===== src/rtl/sfr_pkg.sv =====
package sfr_pkg;
  typedef enum logic {RATE_SLOW = 1'b0, RATE_FAST = 1'b1} rate_e;

  function automatic int imax(int a, int b);
    return (a > b) ? a : b;
  endfunction

  function automatic int cbits(int n);
    return (n < 2) ? 1 : $clog2(n);
  endfunction

  // Pick the fast or the slow count for a rate.
  function automatic int pick(rate_e r, int fast_v, int slow_v);
    return (r == RATE_FAST) ? fast_v : slow_v;
  endfunction
endpackage


===== src/rtl/sfr_line_timer.sv =====
module sfr_line_timer
  import sfr_pkg::*;
#(
  parameter int LINE_FAST = 192,
  parameter int LINE_SLOW = 288,
  parameter int HW = 9
) (
  input  logic          clk,
  input  logic          rst_n,
  input  logic          gen_on,
  input  rate_e         cur_rate,
  output logic [HW-1:0] hcnt,
  output logic          line_end
);
  localparam logic [HW-1:0] LAST_F = HW'(LINE_FAST - 1);
  localparam logic [HW-1:0] LAST_S = HW'(LINE_SLOW - 1);

  logic [HW-1:0] last_clk;
  assign last_clk = (cur_rate == RATE_FAST) ? LAST_F : LAST_S;
  assign line_end = gen_on && (hcnt == last_clk);

  always_ff @(posedge clk or negedge rst_n) begin
    if (!rst_n) begin
      hcnt <= '0;
    end else if (!gen_on || line_end) begin
      hcnt <= '0;
    end else begin
      hcnt <= hcnt + 1'b1;
    end
  end
endmodule


===== src/rtl/sfr_frame_timer.sv =====
module sfr_frame_timer
  import sfr_pkg::*;
#(
  parameter int FRAME_FAST = 1024,
  parameter int FRAME_SLOW = 683,
  parameter int LW = 10
) (
  input  logic          clk,
  input  logic          rst_n,
  input  logic          gen_on,
  input  logic          rate_sel,
  input  logic          line_end,
  output logic [LW-1:0] lcnt,
  output rate_e         cur_rate,
  output logic          frame_end
);
  localparam logic [LW-1:0] LAST_F = LW'(FRAME_FAST - 1);
  localparam logic [LW-1:0] LAST_S = LW'(FRAME_SLOW - 1);

  logic [LW-1:0] last_line;
  assign last_line = (cur_rate == RATE_FAST) ? LAST_F : LAST_S;
  assign frame_end = line_end && (lcnt == last_line);

  always_ff @(posedge clk or negedge rst_n) begin
    if (!rst_n) begin
      lcnt <= '0;
    end else if (!gen_on || frame_end) begin
      lcnt <= '0;
    end else if (line_end) begin
      lcnt <= lcnt + 1'b1;
    end
  end

  // The rate is latched only while stopped or at a frame boundary.
  always_ff @(posedge clk or negedge rst_n) begin
    if (!rst_n) begin
      cur_rate <= RATE_FAST;
    end else if (!gen_on || frame_end) begin
      cur_rate <= rate_e'(rate_sel);
    end
  end
endmodule


===== src/rtl/sfr_shaper.sv =====
module sfr_shaper #(
  parameter int HS_CLKS = 24,
  parameter int VS_LINES = 3,
  parameter int HW = 9,
  parameter int LW = 10
) (
  input  logic          gen_on,
  input  logic [HW-1:0] hcnt,
  input  logic [LW-1:0] lcnt,
  input  logic          hs_pol,
  input  logic          vs_pol,
  output logic          hs_act,
  output logic          vs_act,
  output logic          hs_out,
  output logic          vs_out
);
  assign hs_act = gen_on && (hcnt < HW'(HS_CLKS));
  assign vs_act = gen_on && (lcnt < LW'(VS_LINES));
  // Output equals the active flag when the polarity is 1, its inverse when 0.
  assign hs_out = hs_act ~^ hs_pol;
  assign vs_out = vs_act ~^ vs_pol;
endmodule


===== src/rtl/sync_freerun_top.sv =====
module sync_freerun_top
  import sfr_pkg::*;
#(
  parameter int LINE_FAST = 192,
  parameter int LINE_SLOW = 288,
  parameter int FRAME_FAST = 1024,
  parameter int FRAME_SLOW = 683,
  parameter int HS_CLKS = 24,
  parameter int VS_LINES = 3
) (
  input  logic clk,
  input  logic rst_n,
  input  logic run_n,
  input  logic rate_sel,
  input  logic hs_pol,
  input  logic vs_pol,
  output logic hs_out,
  output logic vs_out
);
  localparam int HW = cbits(imax(LINE_FAST, LINE_SLOW));
  localparam int LW = cbits(imax(FRAME_FAST, FRAME_SLOW));

  logic          gen_on;
  logic [HW-1:0] hcnt;
  logic [LW-1:0] lcnt;
  logic          line_end;
  logic          frame_end;
  logic          hs_act;
  logic          vs_act;
  rate_e         cur_rate;

  always_ff @(posedge clk or negedge rst_n) begin
    if (!rst_n) gen_on <= 1'b0;
    else        gen_on <= ~run_n;
  end

  sfr_line_timer #(.LINE_FAST(LINE_FAST), .LINE_SLOW(LINE_SLOW), .HW(HW)) u_line (
    .clk(clk), .rst_n(rst_n), .gen_on(gen_on), .cur_rate(cur_rate),
    .hcnt(hcnt), .line_end(line_end)
  );

  sfr_frame_timer #(.FRAME_FAST(FRAME_FAST), .FRAME_SLOW(FRAME_SLOW), .LW(LW)) u_frame (
    .clk(clk), .rst_n(rst_n), .gen_on(gen_on), .rate_sel(rate_sel),
    .line_end(line_end), .lcnt(lcnt), .cur_rate(cur_rate), .frame_end(frame_end)
  );

  sfr_shaper #(.HS_CLKS(HS_CLKS), .VS_LINES(VS_LINES), .HW(HW), .LW(LW)) u_shape (
    .gen_on(gen_on), .hcnt(hcnt), .lcnt(lcnt), .hs_pol(hs_pol), .vs_pol(vs_pol),
    .hs_act(hs_act), .vs_act(vs_act), .hs_out(hs_out), .vs_out(vs_out)
  );
endmodule


===== config.mk =====
export PLATFORM = sky130hd
export DESIGN_NAME = sync_freerun_top
export DESIGN_NICKNAME = d
export VERILOG_FILES = /design/src/rtl/sfr_pkg.sv /design/src/rtl/sfr_line_timer.sv /design/src/rtl/sfr_frame_timer.sv /design/src/rtl/sfr_shaper.sv /design/src/rtl/sync_freerun_top.sv
export SDC_FILE = /design/constraint.sdc
export NUM_CORES = 1
export LEC_CHECK = 0
export BUFFER_PORTS_ARGS = -buffer_cell sky130_fd_sc_hd__buf_2
export CORE_MARGIN = 5
export CORE_UTILIZATION = 53
export CTS_CLUSTER_SIZE = 30
export DETAILED_ROUTE_END_ITERATION = 8
export HOLD_SLACK_MARGIN = 0.1
export PLACE_DENSITY = 0.74
export SYNTH_ARGS = -nofsm -noshare
export SYNTH_HDL_FRONTEND = slang
export SYNTH_HIERARCHICAL = 1
export SYNTH_SLANG_ARGS = --single-unit

===== constraint.sdc =====
create_clock -name clk -period 2.4 [get_ports clk]
set_input_delay 0.72 -clock clk [delete_from_list [all_inputs] [get_ports clk]]
set_output_delay 0.72 -clock clk [all_outputs]
set_load 0.005 [all_outputs]

==> summary.md <==
The run finished, with violations left. The checks that failed: setup timing. Internal power comes to 0.448 mW. The clock passes through at most 2 buffers. The tools report the clock tree root buffer cell as sky130_fd_sc_hd__clkbuf_4. For the share of power burned in combinational logic, the log shows 7.8%.

The post-route netlist has 24.4% of its cells at a drive strength greater than 1. The HPWL after detailed placement is 1710 um. The worst flop-to-flop path startpoint is u_line/hcnt[7]. The run gives 144 as the final layout net count.

The final hold violation count is 0. The area added between synthesis and finish is 12.7%. The number of top-level pins is 8, and the total cell area at the placement stage is 1340 um2. The switching share of power works out to 24.9%.

In this run the mean area of a mapped cell was 10.6 um2. The number of nets handed over by synthesis was 124. The setup slack of the worst register-to-register path was 0.18 ns; the number of vias per cell was 6.01. The region available for standard cell placement spans 2210 um2. Entering global routing, the biggest net connects 22 pins. Kind of critical path: flip-flop to output port.

The total standard cell area after synthesis was 1230 um2; the vertical die dimension was 58.2 um. The tools report the max-slew violation count as 0. The tools report the total number of H-tree levels as 1.

The logs give 0.000334 V for the peak supply drop and 39 for the number of library cell types mapped by synthesis. The portion of the post-synthesis area used by sequential elements is 42.7%, and the number of antenna diodes is 0. After clock tree synthesis, the repair step resized 0 gates.

The data arrival time of the critical path is 1.75 ns. Critical path launch point type: a flip-flop. The initial utilization of the core area, before any placement, comes to 55.7%. The synthesized design spends more area on one cell type than any other, namely sky130_fd_sc_hd__dfrtp_1.

The logs give 1 for the setup-violating endpoint count in the final report and 0 for the max-cap violation count. Once placement completed, the tool counted placed cells totaling 157. Power comes to 0.597 mW.

After synthesis the netlist holds a flip-flop and latch count of 21. Leakage power: 0.567 nW. At the worst endpoint, the required time is 1.68 ns. The logs give 116 for the number of cells produced by synthesis and 0.853 for the global placer's final weighted congestion. STA classifies the critical path endpoint as an output port. Largest fanout on the critical path: 3. The share of the cycle needed by the critical path after routing came out at 103%.

Based on the critical path, the design can be clocked at up to 405 MHz. The actual slew at the worst max-slew pin was 0.475 ns; the number of sinks on the clock net was 21. The clock reaches the later pin of the worst-skew pair after 0.32 ns. The share of the synthesized area in the top cell type works out to 40.6%. Headroom to the max-slew limit came out at 68.3%. For this run, the number of Yosys warnings is 6. The floorplan step defined a die boundary enclosing 3390 um2. The run gives 163 as the number of standard cells in the final layout excluding fillers.

For this design the ratio of total power to cell area is 430 nW/um2. The slowest stage of the critical path is the sky130_fd_sc_hd__dfrtp_1 cell. The run gives 16.3% as the global routing usage summed across all routing layers.

The worst register-to-register path ends at u_frame/lcnt[7]. The tools report the post-route antenna net violation count as 0. Fill cells in the final layout number 192. Buffers placed on the I/O ports in this run total 7.

The run gives 0 as the count of hold-fix buffers inserted at cts. Sorting the synthesized cells by area gives the leading types as sky130_fd_sc_hd__dfrtp_1 41%, sky130_fd_sc_hd__nor3b_1 6.7%, sky130_fd_sc_hd__xnor2_1 5.0%, sky130_fd_sc_hd__xor2_1 5.0%, sky130_fd_sc_hd__nand3_1 3.7%. The share of power burned in the clock network is 30.4%, and the number of antenna violations at the first check in global routing is 0. The logs give 912 for the via count of the first global-routing pass and 62.8% for the final core utilization.

The time the worst path needs with I/O delays and setup came out at 2.47 ns. The worst hold path belongs to the class primary input to asynchronous set/reset pin. The first global-routing pass estimated 4170 um of wire.

The first detailed-routing pass took 4 iterations. TritonCTS built the clock tree. The tools report the final routed wirelength across all metal layers as 2450 um. For the worst flop-to-flop path, the logic depth is 8. The run gives 527 um2 as the area taken by flip-flops and latches. After synthesis, the most frequently instantiated cells are 20 x sky130_fd_sc_hd__dfrtp_1, 11 x sky130_fd_sc_hd__nor3b_1, 9 x sky130_fd_sc_hd__nand3_1.

Across the routed clock network, the largest skew measured is 0.00580 ns. Setup repair after global routing could not meet its margin everywhere. The detailed router finished its first iteration with 38 violations.

The cell with the most instances after synthesis is sky130_fd_sc_hd__dfrtp_1. The signal on the critical path passes through or3_1 > a2111oi_4 > xnor2_1 > buf_2. The routed wire length per instance is 15.0 um, and the worst hold slack is 0.337 ns.

The peak per-stage delay on the critical path came out at 0.45 ns. The total overflow left after global routing is 0. The cell area after layout came out at 1390 um2. After synthesis, the share of flip-flops with an asynchronous set or reset is 100%. Among all flip-flop cells after synthesis, the most frequent one is sky130_fd_sc_hd__dfrtp_1. The clock input transition at the sequential cells of the worst setup and hold paths was 0.13 ns; the number of buffers created by CTS was 3. For the final worst setup slack, the log shows -0.0710 ns. Number of vias after detailed routing: 979. For this run, design rule violations remaining after detail routing come to 0. In this run, synthesis inferred 0 flip-flops with an integrated enable. The horizontal die dimension is 58.2 um, and the net load switching power is 0.149 mW. The number of core rows is 17, and the multi-input gate area in the final layout is 664 um2. The share of total power dissipated in sequential elements is 61.8%.
layout by cell type, fill, tap and decap left out, types with 2 or more instances in the layout:
| cell | count |
|---|---|
| sky130_fd_sc_hd__dfrtp_1 | 20 |
| sky130_fd_sc_hd__buf_4 | 12 |
| sky130_fd_sc_hd__nor3b_1 | 11 |
| sky130_fd_sc_hd__nand3_1 | 9 |
| sky130_fd_sc_hd__buf_2 | 7 |
| sky130_fd_sc_hd__nand2_1 | 7 |
| sky130_fd_sc_hd__xor2_1 | 7 |
| sky130_fd_sc_hd__xnor2_1 | 7 |
| sky130_fd_sc_hd__nand4_1 | 5 |
| sky130_fd_sc_hd__nor2_1 | 4 |
| sky130_fd_sc_hd__nor3_1 | 4 |
| sky130_fd_sc_hd__o21ai_0 | 4 |
| sky130_fd_sc_hd__clkbuf_4 | 3 |
| sky130_fd_sc_hd__a211oi_1 | 3 |
| sky130_fd_sc_hd__or3_1 | 3 |
| sky130_fd_sc_hd__nor4_1 | 2 |
| sky130_fd_sc_hd__and3_1 | 2 |
| sky130_fd_sc_hd__a21oi_1 | 2 |
| sky130_fd_sc_hd__ha_1 | 2 |
how the worst max path moves through the flow:
stage	slack, ns	startpoint	depth (start not counted)	endpoint
after floorplan	0.01	u_line/hcnt[7]	8	u_frame/cur_rate
after global placement	0.18	u_frame/lcnt[7]	4	vs_out
after detailed placement	0.16	u_frame/lcnt[7]	4	vs_out
after CTS	-0.08	u_frame/lcnt[7]	4	vs_out
after global routing	-0.17	u_frame/lcnt[7]	4	vs_out
final	-0.07	u_frame/lcnt[9]	4	vs_out
through the flow:
stage	worst slack, ns	setup TNS [ns]
finish	-0.0710	-0.0710
global route	-0.171	-0.171
CTS	-0.0830	-0.0830
detailed placement	0.162	0
global placement	0.178	0
floorplan	0.0135	0
timing repair:
item                                    4_1_cts  5_1_grt
endpoints found under the setup margin        1        1
pin swaps                                     2        0
setup buffers                                 1        1
hold endpoints to repair                      0        0
cells by family (layout without fill, tap and decap cells):
family                   Yosys count  in the layout  share of synthesized area [%]
AND/OR/NAND/NOR                   58             58                           30.8
flip-flops                        21             21                           42.7
XOR/XNOR                          14             14                           9.95
adder cells (fa/ha/maj)            2              2                           2.03
AO/OA/AOI/OAI                     14             14                           10.4
multiplexers                       1              1                          0.812
buffers and inverters              6             25                           3.35
state kept, by name (all words and copies together), names as in the netlist:
signal,count
u_frame/lcnt,10
u_frame/cur_rate,1
gen_on,1
u_line/hcnt,9
metal layers:
| layer | vias up | wire length (um) | track usage [%] |
|---|---|---|---|
| met1 | 475 | 1140 | 21.3 |
| met4 | 0 | 41 | 6.95 |
| met3 | 6 | 123 | 4.90 |
| met5 | - | 0 | 0 |
| li1 | 468 | - | - |
| met2 | 30 | 1140 | 25.0 |
power groups by stage:
| stage | registers, mW | clock network, mW | logic, mW |
|---|---|---|---|
| 2_1_floorplan | 0.375 | 0 | 0.0267 |
| 3_3_place_gp | 0.376 | 0 | 0.0465 |
| 3_5_place_dp | 0.376 | 0 | 0.0477 |
| 4_1_cts | 0.369 | 0.189 | 0.0480 |
| 5_1_grt | 0.370 | 0.209 | 0.0533 |
| 6_report | 0.369 | 0.181 | 0.0468 |
worst max-delay path: cells and delay by family, from the launching register on:
family,cells,cell delay (ns)
flip-flops,1,0.45
AND/OR/NAND/NOR,1,0.42
AO/OA/AOI/OAI,1,0.30
XOR/XNOR,1,0.15
buffers and inverters,1,0.12
layout make-up:
| cell class | instances | share of cell area [%] |
|---|---|---|
| multi-input cells | 89 | 47.8 |
| clock inverters | 1 | 0.541 |
| inverters | 2 | 0.541 |
| clock buffers | 3 | 1.62 |
| well taps | 28 | 2.52 |
| flip-flops and latches | 21 | 37.9 |
| repair buffers | 19 | 9.01 |
No activity file was read; power rests on OpenSTA's default activity.
